### src/rtl/rob_pkg.sv
package rob_pkg;

  // Advance a ring pointer, wrapping at depth.
  function automatic int unsigned ring_next(int unsigned p, int unsigned depth);
    return (p + 1 == depth) ? 0 : p + 1;
  endfunction

  // An ID names a slot only when it is below the slot count.
  function automatic bit id_in_range(int unsigned id, int unsigned depth);
    return id < depth;
  endfunction

  // Occupancy after one cycle of issues and deliveries.
  function automatic int unsigned occ_next(int unsigned occ, bit inc, bit dec);
    return occ + int'(inc) - int'(dec);
  endfunction

endpackage

### src/rtl/rob_ring_ctrl.sv
module rob_ring_ctrl #(
  parameter int DEPTH = 8,
  localparam int PTR_W = (DEPTH > 1) ? $clog2(DEPTH) : 1,
  localparam int CNT_W = $clog2(DEPTH + 1)
) (
  input  logic             clk,
  input  logic             rst_n,
  input  logic             push,
  input  logic             pop,
  output logic [PTR_W-1:0] head,
  output logic [PTR_W-1:0] tail,
  output logic [CNT_W-1:0] count,
  output logic             full
);
  import rob_pkg::*;

  always_ff @(posedge clk) begin
    if (!rst_n) begin
      head  <= '0;
      tail  <= '0;
      count <= '0;
    end else begin
      if (push) tail <= PTR_W'(ring_next(32'(tail), DEPTH));
      if (pop)  head <= PTR_W'(ring_next(32'(head), DEPTH));
      count <= CNT_W'(occ_next(32'(count), push, pop));
    end
  end

  assign full = (count == CNT_W'(DEPTH));

endmodule

### src/rtl/rob_slot_bank.sv
module rob_slot_bank #(
  parameter int DEPTH  = 8,
  parameter int DATA_W = 32,
  parameter int RESP_W = 2,
  localparam int PTR_W = (DEPTH > 1) ? $clog2(DEPTH) : 1
) (
  input  logic              clk,
  input  logic              rst_n,
  input  logic              alloc_en,
  input  logic [PTR_W-1:0]  alloc_idx,
  input  logic              free_en,
  input  logic [PTR_W-1:0]  free_idx,
  input  logic              wr_en,
  input  logic [PTR_W-1:0]  wr_idx,
  input  logic [DATA_W-1:0] wr_data,
  input  logic [RESP_W-1:0] wr_resp,
  input  logic [PTR_W-1:0]  rd_idx,
  output logic [DEPTH-1:0]  busy,
  output logic [DEPTH-1:0]  filled,
  output logic [DATA_W-1:0] rd_data,
  output logic [RESP_W-1:0] rd_resp
);

  logic [DATA_W-1:0] data_q [DEPTH];
  logic [RESP_W-1:0] resp_q [DEPTH];

  for (genvar s = 0; s < DEPTH; s++) begin : g_slot
    logic hit_alloc, hit_free, hit_wr;
    assign hit_alloc = alloc_en && (alloc_idx == PTR_W'(s));
    assign hit_free  = free_en  && (free_idx  == PTR_W'(s));
    assign hit_wr    = wr_en    && (wr_idx    == PTR_W'(s));

    always_ff @(posedge clk) begin
      if (!rst_n) begin
        busy[s]   <= 1'b0;
        filled[s] <= 1'b0;
      end else begin
        if (hit_alloc) busy[s] <= 1'b1;
        if (hit_wr)    filled[s] <= 1'b1;
        if (hit_free) begin
          busy[s]   <= 1'b0;
          filled[s] <= 1'b0;
        end
      end
    end

    always_ff @(posedge clk) begin
      if (hit_wr) begin
        data_q[s] <= wr_data;
        resp_q[s] <= wr_resp;
      end
    end
  end

  assign rd_data = data_q[rd_idx];
  assign rd_resp = resp_q[rd_idx];

endmodule

### src/rtl/rob_resp_match.sv
module rob_resp_match #(
  parameter int DEPTH = 8,
  parameter int ID_W  = 4,
  localparam int PTR_W = (DEPTH > 1) ? $clog2(DEPTH) : 1
) (
  input  logic             r_valid,
  input  logic [ID_W-1:0]  r_id,
  input  logic [DEPTH-1:0] busy,
  input  logic [DEPTH-1:0] filled,
  output logic             hit,
  output logic             miss,
  output logic [PTR_W-1:0] idx
);
  import rob_pkg::*;

  logic in_rng;

  always_comb begin
    in_rng = id_in_range(32'(r_id), DEPTH);
    idx    = PTR_W'(r_id);
    hit    = r_valid && in_rng && busy[idx] && !filled[idx];
    miss   = r_valid && !hit;
  end

endmodule

### src/rtl/read_reorder_buf.sv
module read_reorder_buf #(
  parameter int DEPTH  = 8,
  parameter int ID_W   = 4,
  parameter int ADDR_W = 32,
  parameter int DATA_W = 32,
  parameter int RESP_W = 2,
  localparam int PTR_W = (DEPTH > 1) ? $clog2(DEPTH) : 1,
  localparam int CNT_W = $clog2(DEPTH + 1)
) (
  input  logic              clk,
  input  logic              rst_n,
  input  logic              req_valid,
  output logic              req_ready,
  input  logic [ADDR_W-1:0] req_addr,
  output logic              ar_valid,
  input  logic              ar_ready,
  output logic [ID_W-1:0]   ar_id,
  output logic [ADDR_W-1:0] ar_addr,
  input  logic              r_valid,
  output logic              r_ready,
  input  logic [ID_W-1:0]   r_id,
  input  logic [DATA_W-1:0] r_data,
  input  logic [RESP_W-1:0] r_resp,
  output logic              rsp_valid,
  input  logic              rsp_ready,
  output logic [DATA_W-1:0] rsp_data,
  output logic [RESP_W-1:0] rsp_resp,
  output logic              rsp_err
);

  // Named internal events, observed by the bound checker.
  logic [PTR_W-1:0] head_ptr, tail_ptr, cap_idx;
  logic [CNT_W-1:0] occupancy;
  logic             full;
  logic             issue_fire, drain_fire, capture_fire, bad_rsp;
  logic [DEPTH-1:0] slot_busy, slot_full;
  logic             err_q;

  assign ar_valid   = req_valid && !full;
  assign req_ready  = ar_ready && !full;
  assign ar_addr    = req_addr;
  assign ar_id      = ID_W'(tail_ptr);
  assign issue_fire = ar_valid && ar_ready;
  assign r_ready    = 1'b1;

  rob_ring_ctrl #(.DEPTH(DEPTH)) u_ring (
    .clk   (clk),
    .rst_n (rst_n),
    .push  (issue_fire),
    .pop   (drain_fire),
    .head  (head_ptr),
    .tail  (tail_ptr),
    .count (occupancy),
    .full  (full)
  );

  rob_resp_match #(.DEPTH(DEPTH), .ID_W(ID_W)) u_match (
    .r_valid (r_valid),
    .r_id    (r_id),
    .busy    (slot_busy),
    .filled  (slot_full),
    .hit     (capture_fire),
    .miss    (bad_rsp),
    .idx     (cap_idx)
  );

  rob_slot_bank #(.DEPTH(DEPTH), .DATA_W(DATA_W), .RESP_W(RESP_W)) u_bank (
    .clk       (clk),
    .rst_n     (rst_n),
    .alloc_en  (issue_fire),
    .alloc_idx (tail_ptr),
    .free_en   (drain_fire),
    .free_idx  (head_ptr),
    .wr_en     (capture_fire),
    .wr_idx    (cap_idx),
    .wr_data   (r_data),
    .wr_resp   (r_resp),
    .rd_idx    (head_ptr),
    .busy      (slot_busy),
    .filled    (slot_full),
    .rd_data   (rsp_data),
    .rd_resp   (rsp_resp)
  );

  assign rsp_valid  = slot_busy[head_ptr] && slot_full[head_ptr];
  assign drain_fire = rsp_valid && rsp_ready;

  always_ff @(posedge clk) begin
    if (!rst_n) err_q <= 1'b0;
    else        err_q <= bad_rsp;
  end
  assign rsp_err = err_q;

endmodule

### config.mk
export PLATFORM = sky130hd
export DESIGN_NAME = read_reorder_buf
export DESIGN_NICKNAME = d
export VERILOG_FILES = /design/src/rtl/rob_pkg.sv /design/src/rtl/rob_ring_ctrl.sv /design/src/rtl/rob_slot_bank.sv /design/src/rtl/rob_resp_match.sv /design/src/rtl/read_reorder_buf.sv
export SDC_FILE = /design/constraint.sdc
export NUM_CORES = 1
export LEC_CHECK = 0
export ABC_AREA = 1
export ABC_CLOCK_PERIOD_IN_PS = 3000
export BUFFER_PORTS_ARGS = -buffer_cell sky130_fd_sc_hd__buf_2
export CAP_MARGIN = 15
export CORE_MARGIN = 3
export CORE_UTILIZATION = 55
export CTS_CLUSTER_SIZE = 12
export DETAILED_ROUTE_END_ITERATION = 8
export PLACE_DENSITY = 0.79
export SLEW_MARGIN = 30
export SYNTH_ARGS = -nofsm -noshare
export SYNTH_HDL_FRONTEND = slang
export SYNTH_HIERARCHICAL = 1
export SYNTH_SLANG_ARGS = --single-unit
### constraint.sdc
create_clock -name clk -period 3 [get_ports clk]
set_clock_uncertainty 0.1 [all_clocks]
set_input_delay 0.45 -clock clk [delete_from_list [all_inputs] [get_ports clk]]
set_output_delay 0.45 -clock clk [all_outputs]
set_load 0.01 [all_outputs]
[Word level (Yosys, flattened, before mapping)]
Memory sizes are Yosys's and may differ from the RTL's. A register that Yosys moved wholly into a read port is not among the register bits.
Cells that the tools add are included.
Storage, ports and cells
  register bits: 27
  memories: 2
  word-level logic and storage cells: 187
  RAM bits: 272
  output and inout port bits: 75
  input port bits: 76
Memories
  u_bank.data_q: depth 8, bits a word 32, read ports 1, clocked after memory_dff 1, write ports 1, line rob_slot_bank.sv:24  | logic [DATA_W-1:0] data_q [DEPTH];
  u_bank.resp_q: depth 8, bits a word 2, read ports 1, clocked after memory_dff 1, write ports 1, line rob_slot_bank.sv:25  | logic [RESP_W-1:0] resp_q [DEPTH];
Cells by class
  mux-type cells: 72
  equal/unequal tests: 24
  $lt $le $gt $ge: 3
  reduce and logical (&&, ||, !) cells: 61
  $add $sub $neg: 4
  bitwise logic cells: 1
Operators by type and width (count)
  two-way mux 32 bit: 7
  OR reduction 32 bit: 7
  two-way mux 3 bit: 20
  == test 3 bit (second input constant): 12
  two-way mux 1 bit: 34
  logical AND 1 bit: 33
  OR reduction 2 bit: 15
  == test 3 x 2 -> 1 bit (second input constant): 6
  two-way mux 2 bit: 7
  binary-select mux 1 bit (select 3 bit): 4
  == test 4 bit (second input constant): 3
  == test 3 x 1 -> 1 bit (second input constant): 3
  logical NOT 3 bit: 3
  adder 3 x 1 -> 4 bit (second input constant): 2
  < comparator 3 x 4 -> 1 bit (second input constant): 2
  adder 4 x 1 -> 4 bit: 1
  < comparator 4 bit (second input constant): 1
  subtractor 4 x 1 -> 4 bit: 1
  logical NOT 1 bit: 3
  NOT 1 bit: 1

[Longest topological paths before layout]
Gate-level depths: netlist of run 1.
  word-level depth: 15
  depth in mapped cells: 13
  depth with buffers taken out: 13

[Hierarchy]
Netlist of run 1, hierarchy kept.
By module, submodules not included
  rob_slot_bank: instances 1, cells an instance 1279, area an instance 12459.4 µm², seq. area each 8488.1 µm²
  rob_ring_ctrl: instances 1, cells an instance 60, area an instance 490.5 µm², seq. area each 200.2 µm²
  read_reorder_buf: instances 1, cells an instance 64, area an instance 417.9 µm², seq. area each 20.0 µm²
  rob_resp_match: instances 1, cells an instance 32, area an instance 158.9 µm², seq. area each 0.0 µm²

[Worst setup path after synthesis of run 1]
No wires, ideal clock.
  path kind: register -> register
  start point: register u_ring.head[0]
  end point: register u_ring.count[2]
  setup slack: 0.615 ns
  period minus slack after synthesis: 2.385 ns
  path buffers: 0
  data required time: 2.781 ns
  setup time: 0.119 ns
  data arrival time: 2.165 ns
  stages on the path, launching flop included: 12
  path through: dfxtp_1 > nand3_1 > nand3_1 > nand3_1 > a21oi_2 > ha_1 > inv_1 > ha_1 > inv_1 > fa_1 > o21ai_0 > a21oi_1
Between the ends
  cells in the longest elaborated chain, start to end: 5
  elaborated cells between the ends (all ways): 7
  those cells by class: 1 x add/sub; 4 x mux; 2 x reduce/logical
RTL lines
  start: declaration: line rob_ring_ctrl.sv:10  | output logic [PTR_W-1:0] head,
  start signal: assignment: line rob_ring_ctrl.sv:24  | if (pop) head <= PTR_W'(ring_next(32'(head), DEPTH));
  binary-select mux 1 bit (select 3 bit): line read_reorder_buf.sv:85  | assign rsp_valid = slot_busy[head_ptr] && slot_full[head_ptr];
  two-way mux 1 bit (not written as such): line read_reorder_buf.sv:85
  logical AND 1 bit (*): line read_reorder_buf.sv:85
  logical AND 1 bit (*): line read_reorder_buf.sv:86  | assign drain_fire = rsp_valid && rsp_ready;
  named net drain_fire: line read_reorder_buf.sv:35  | logic issue_fire, drain_fire, capture_fire, bad_rsp;
  subtractor 4 x 1 -> 4 bit (*): line rob_pkg.sv:15  | return occ + int'(inc) - int'(dec);
  end signal: assignment: line rob_ring_ctrl.sv:25  | count <= CNT_W'(occ_next(32'(count), push, pop));
  end: declaration: line rob_ring_ctrl.sv:12  | output logic [CNT_W-1:0] count,
The timed path passes the listed nets; every way through them passes the cells marked *. The select of a mux whose other input is x is not followed.
A chain may end at the register's enable or synchronous reset.

==> results of run 1 <==
-- path summary, 6_finish.rpt --
check,startpoint,endpoint,cells after the start
max,u_ring/head[1],rsp_data[4],8
min,r_data[26],u_bank/data_q[3][26],1
max reg2reg,u_ring/head[0],u_ring/count[2],12
min reg2reg,u_bank/filled[4],u_bank/filled[4],2
-- metrics by stage --
stage | worst slack (ns) | std cells | util (%) | hold WS (ns)
2_1_floorplan | 0.615 | 1435 | - | 0.355
3_3_place_gp | 0.454 | 1775 | 59.1 | 0.382
3_5_place_dp | 0.410 | 1775 | 59.1 | 0.398
4_1_cts | 0.0404 | 1829 | 62.9 | 0.0408
5_1_grt | 0.0143 | 1829 | 62.9 | 0.0548
6_report | 0.144 | 1829 | 62.9 | 0.0530
-- critical path: stages, from the launching register on --
cell and delay [ns]:
dfxtp_2 0.34, buf_4 0.25, inv_4 0.25, buf_4 0.38
nand3_1 0.14, nand2_1 0.09, nand2_1 0.05, nand2_1 0.08
buf_2 0.13
-- what timing repair did --
item / in CTS / in global routing
gates resized for setup: 2 / 1
hold buffers: 0 / 0
endpoints found under the setup margin: 5 / 4
-- area by class of cell --
| cell class | instances | area (µm²) |
|---|---|---|
| clock buffers | 51 | 871 |
| well taps | 319 | 399 |
| inverters | 325 | 1230 |
| multi-input cells | 723 | 3070 |
| flip-flops and latches | 299 | 8710 |
| clock inverters | 3 | 23.8 |
| fillers | 1869 | 8830 |
| repair buffers | 109 | 691 |
-- per-layer routing --
| metal | GRT usage (%) | vias up | wire length [µm] |
|---|---|---|---|
| li1 | - | 4505 | - |
| met1 | 29.3 | 4400 | 12000 |
| met2 | 38.9 | 337 | 14700 |
| met3 | 2.92 | 83 | 2140 |
| met4 | 8.00 | 0 | 912 |
| met5 | 0 | - | 0 |
-- state kept, by name, indices dropped and copies added, names as in the netlist --
name / cells
rsp_err: 1
u_bank/busy: 8
u_bank/data_q: 256
u_bank/filled: 8
u_bank/resp_q: 16
u_ring/count: 4
u_ring/head: 3
u_ring/tail: 3
-- power breakdown --
part	internal [mW]	leakage, nW	switching, mW
clock	1.95	0.428	1.49
sequential	4.58	2.67	0.0214
combinational	0.0875	3.83	0.178
total	6.62	6.93	1.69
-- cell families after synthesis --
logic type                 count (synthesis)
DFF                                      299
buffers and inverters                    413
and+or+nand+nor                          683
AOI/OAI and AO/OA                         28
xor gates and xnor gates                   2
adders and majority gates                  8
other                                      2
-- placed cells by master (no fill, tap or decap) --
master and instances:
a21oi_1 15, a21oi_2 2, buf_12 6, buf_2 84
buf_4 17, buf_6 2, clkbuf_1 18, clkbuf_16 31
clkbuf_8 2, clkinv_1 2, clkinv_8 1, clkinvlp_4 1
conb_1 2, dfxtp_1 24, dfxtp_2 2, dfxtp_4 1
edfxtp_1 272, fa_1 1, ha_1 7, inv_1 312
inv_2 10, inv_4 2, nand2_1 473, nand3_1 162
nand3_2 2, nand3b_1 2, nor2_1 43, nor3_1 1
o21ai_0 11, xnor2_1 2
==> flow_metrics.env, run 1 <==
export IMPL_fin_tns_setup_ns=0
export IMPL_avgViaCountPerCell=5.10
export IMPL_synth_top_family_by_area="simple AND/OR/NAND/NOR gates"
export IMPL_drv_slew=0
export IMPL_cts_sinks=299
export IMPL_drtAntennaViolNets=0
export IMPL_p_leak_nw=6.93
export IMPL_vdd_ir_drop_max_uv=484
export IMPL_antenna_cells=0
export IMPL_synth_nets=1519
export IMPL_fin_nets=1572
export IMPL_required_ns=2.45
export IMPL_synth_cell_type_count=23
export IMPL_coreArea_um2=23800
export IMPL_die_h_um=163
export IMPL_synth_compound_area_share_pct=1.09
export IMPL_yosysSeqAreaShare_pct=64.4
export IMPL_grt_max_degree=104
export IMPL_synth_area_um2=13500
export IMPL_track_usage_pct=22.5
export IMPL_postCtsSetupBuffers=0
export IMPL_grt_pass1_wl_um=47400
export IMPL_synth_adder_area_share_pct=0.795
export IMPL_rows=56
export IMPL_yosys_top_cells_area="edfxtp_1 (60%), nand2_1 (13%), inv_1 (8.9%)"
export IMPL_run_status="complete, no violations"
export IMPL_die_w_um=163
export IMPL_fin_crit_ns=2.86
export IMPL_postSynth_asyncResetShare_pct=0
export IMPL_grt_overflow_total=0
export IMPL_yosys_warnings=6
export IMPL_clockBufferDepth=3
export IMPL_hp_class="in2reg"
export IMPL_synth_seq_cells=299
export IMPL_wl_per_cell_um=16.3
export IMPL_via_count=9325
export IMPL_clk_latency_ns=0.57
export IMPL_yosys_area_share_simple_pct=20.6
export IMPL_synth_edf_count=272
export IMPL_relSlewSlack_pct=45.1
export IMPL_grt_pass1_vias=9211
export IMPL_end_kind="output port"
export IMPL_synth_top_cell_area_share_pct=60.4
export IMPL_firstDrtPassIters=5
export IMPL_drc=0
export IMPL_path_max_fanout=26
export IMPL_fmax_mhz=350
export IMPL_syn_area_per_cell_um2=9.43
export IMPL_final_area_um2=15000
export IMPL_die_area_um2=26500
export IMPL_tightest_slew_ns=0.824
export IMPL_drt_iter0_markers=837
export IMPL_ios=151
export IMPL_path_class="reg2out"
export IMPL_drive_above_1_share_pct=10.8
export IMPL_rsz0062_at_grt="false"
export IMPL_ys_top_cells_by_count="nand2_1 (473), inv_1 (320), edfxtp_1 (272)"
export IMPL_wirelength_um=29800
export IMPL_cp_arrival_ns=2.31
export IMPL_power_mw=8.31
export IMPL_powerDensity_nw_per_um2=554
export IMPL_cap_violations=0
export IMPL_critPathLaunchType="flop"
export IMPL_clk_pin_slew_ns=0.06
export IMPL_setup_violations=0
export IMPL_syn_inst=1435
export IMPL_hpwl_um=17800
export IMPL_cts_tree="done"
export IMPL_port_buffer_count=84
export IMPL_synth_most_common_cell="nand2_1"
export IMPL_place_gp_congestion=0.811
export IMPL_start_util_pct=56.8
export IMPL_area_growth_pct=10.9
export IMPL_hold_violations=0
export IMPL_dpl_cell_area_um2=14100
export IMPL_finalCritPeriodShare_pct=95.2
export IMPL_synth_area_leader_cell="edfxtp_1"
export IMPL_cts_buffers_inserted=30
export IMPL_synthXorXnorAreaFrac_pct=0.129
export IMPL_htree_levels=1
export IMPL_cts_root_buf="clkbuf_16"
export IMPL_r2r_setup_slack_ns=0.49
export IMPL_antenna_found_initial=0
export IMPL_synthMuxAreaShare_pct=0
export IMPL_ys_flop_type="edfxtp_1"
No activity file was read; power rests on OpenSTA's default activity.
==> run 2, diff against run 1 <==
CORE_MARGIN = unset   (was 3)
PLACE_DENSITY = 0.76   (was 0.79)
SLEW_MARGIN = 0   (was 30)
==> run 2 against run 1 <==
Worst hold slack improved by 0.021 ns. Global-route usage barely moved. Combinational power fell by 2%. Sequential share of layout area fell by 0.39 points. Setup slack got worse by 0.0067 ns. Die area fell by 4.9%. Utilization fell by 0.68 points. Clock-buffer cell count fell by 7. First-iteration DRC count fell by 19%. Register-to-register slack improved by 0.06 ns.
==> flow_metrics.env, run 2 (synthesis gave the netlist of run 1 again) <==
export IMPL_run_status="complete, no violations"
export IMPL_clockPowerShare_pct=41.6
export IMPL_area_growth_pct=11.6
export IMPL_via_count=9234
export IMPL_firstDrtPassIters=5
export IMPL_finalCritPeriodShare_pct=95.4
export IMPL_hpwl_um=16300
export IMPL_wirelength_um=28600
export IMPL_port_buffer_count=84
export IMPL_fin_crit_ns=2.86
export IMPL_cts_buffers_inserted=31
export IMPL_relSlewSlack_pct=63.9
export IMPL_switching_share_pct=19.9
export IMPL_cap_violations=0
export IMPL_postCtsSetupBuffers=0
export IMPL_antenna_cells=0
export IMPL_place_ws_ns=0.520
export IMPL_start_util_pct=55.8
export IMPL_worst_slack_ns=0.137
export IMPL_antenna_found_initial=1
export IMPL_drt_iter0_markers=679
export IMPL_drtAntennaViolNets=0
export IMPL_rows=57
export IMPL_grt_max_degree=109
export IMPL_power_mw=8.32
export IMPL_cts_tree="done"
export IMPL_final_area_um2=15100
export IMPL_endpoint="rsp_data[4]"
export IMPL_grt_overflow_total=0
export IMPL_r2r_end="u_ring/count[2]"
export IMPL_required_ns=2.45
export IMPL_finish_utilization_pct=62.3
export IMPL_tightest_slew_ns=0.538
export IMPL_clk_pin_slew_ns=0.06
export IMPL_drc=0
export IMPL_die_w_um=159
export IMPL_largest_register="u_bank/data_q"
export IMPL_ios=151
export IMPL_power_switching_mw=1.66
export IMPL_powerDensity_nw_per_um2=551
export IMPL_worstReg2RegStart="u_ring/head[0]"
export IMPL_cts_root_buf="clkbuf_16"
export IMPL_dpl_cell_area_um2=14100
export IMPL_largestRegisters="u_bank/data_q: 256 flops, u_bank/resp_q: 16 flops"
export IMPL_place_gp_congestion=0.857
export IMPL_htree_levels=1
export IMPL_power_frac_comb_pct=3.1
export IMPL_sequentialPowerShare_pct=55.3
export IMPL_r2r_setup_slack_ns=0.55
export IMPL_clockBufferDepth=3
export IMPL_path_max_fanout=54
export IMPL_coreArea_um2=24200
export IMPL_p_leak_nw=6.93
export IMPL_worstRegToRegCells=12
export IMPL_die_area_um2=25200
export IMPL_hp_class="in2reg"
export IMPL_clk_latency_ns=0.55
export IMPL_rsz0062_at_grt="false"
export IMPL_setup_violations=0
export IMPL_final_cell_mix="nand2_1 (473), inv_1 (312), edfxtp_1 (272)"
export IMPL_drive_above_1_share_pct=10.6
export IMPL_path_class="reg2out"
export IMPL_dp_cells=1776
export IMPL_fin_tns_setup_ns=0
export IMPL_wl_per_cell_um=15.6
export IMPL_end_kind="output port"
export IMPL_final_common_cell="nand2_1"
export IMPL_cp_arrival_ns=2.31
export IMPL_critPathLaunch="u_ring/head[1]"
export IMPL_fmax_mhz=349
export IMPL_fin_nets=1571
export IMPL_drv_slew=0
export IMPL_vdd_ir_drop_max_uv=340
export IMPL_track_usage_pct=22.5
export IMPL_internal_power_mw=6.67
export IMPL_cts_hold_buf=0
export IMPL_die_h_um=159
export IMPL_finalNonFillerCells=1830
export IMPL_holdWs_ns=0.0738
export IMPL_avgViaCountPerCell=5.05
export IMPL_cts_sinks=299
export IMPL_grt_pass1_wl_um=45400
export IMPL_critPathLaunchType="flop"
export IMPL_largest_register_ffs=256
export IMPL_hold_violations=0
export IMPL_grt_pass1_vias=9016
==> run 2: changes by cell type in the layout (fill, tap and decap cells not counted), sizes merged <==
cell,before,now
bufbuf,0,1
clkbuf,51,45
inv,324,317
buf,109,105
clkinv,3,15
==> run 2: how the worst min path moves through the flow <==
stage	start	to	slack, ns	cells after the start
after global routing	r_data[29]	u_bank/data_q[6][29]	0.06	1
after floorplan	u_bank/filled[6]	u_bank/filled[6]	0.35	2
after global placement	u_bank/busy[7]	u_bank/busy[7]	0.39	2
after CTS	r_data[1]	u_bank/data_q[3][1]	0.06	1
final	r_data[9]	u_bank/data_q[2][9]	0.07	1
after detailed placement	u_bank/filled[5]	u_bank/filled[5]	0.39	2
==> run 2: layer usage <==
metal  part of all wire [%]  track usage (%)  wire [µm]
met1                     43             29.5      12200
met2                     50             39.0      14200
met3                    6.1             2.85       1740
met4                    1.8             6.75        521
met5                  0.028                0          8
==> run 2: timing repair <==
action                     CTS  global route
setup endpoints to repair    7            12
gates resized for setup      3             1
gates cloned                 1             1
==> run 2: layout make-up <==
type	instances	area (µm²)
clock buffers	44	875
clock inverters	8	42.5
fillers	1925	9150
inverters	325	1230
multi-input cells	723	3070
flip-flops and latches	299	8710
well taps	324	405
repair buffers	107	767
==> run 2: worst max-delay path, stage by stage, from the launching register on <==
cell	delay, ns
dfxtp_2	0.37
buf_4	0.29
buf_6	0.46
nand3_1	0.15
nand2_1	0.10
nand2_1	0.08
nand2_1	0.12
buf_2	0.14
==> run 2: power by group through the flow <==
| stage | Sequential, mW | Clock (mW) | Combinational (mW) |
|---|---|---|---|
| after global routing | 4.60 | 3.69 | 0.300 |
| after floorplan | 4.69 | 0 | 0.176 |
| final | 4.60 | 3.46 | 0.261 |
| after CTS | 4.60 | 3.51 | 0.264 |
| after detailed placement | 4.69 | 0 | 0.262 |
| after global placement | 4.69 | 0 | 0.251 |
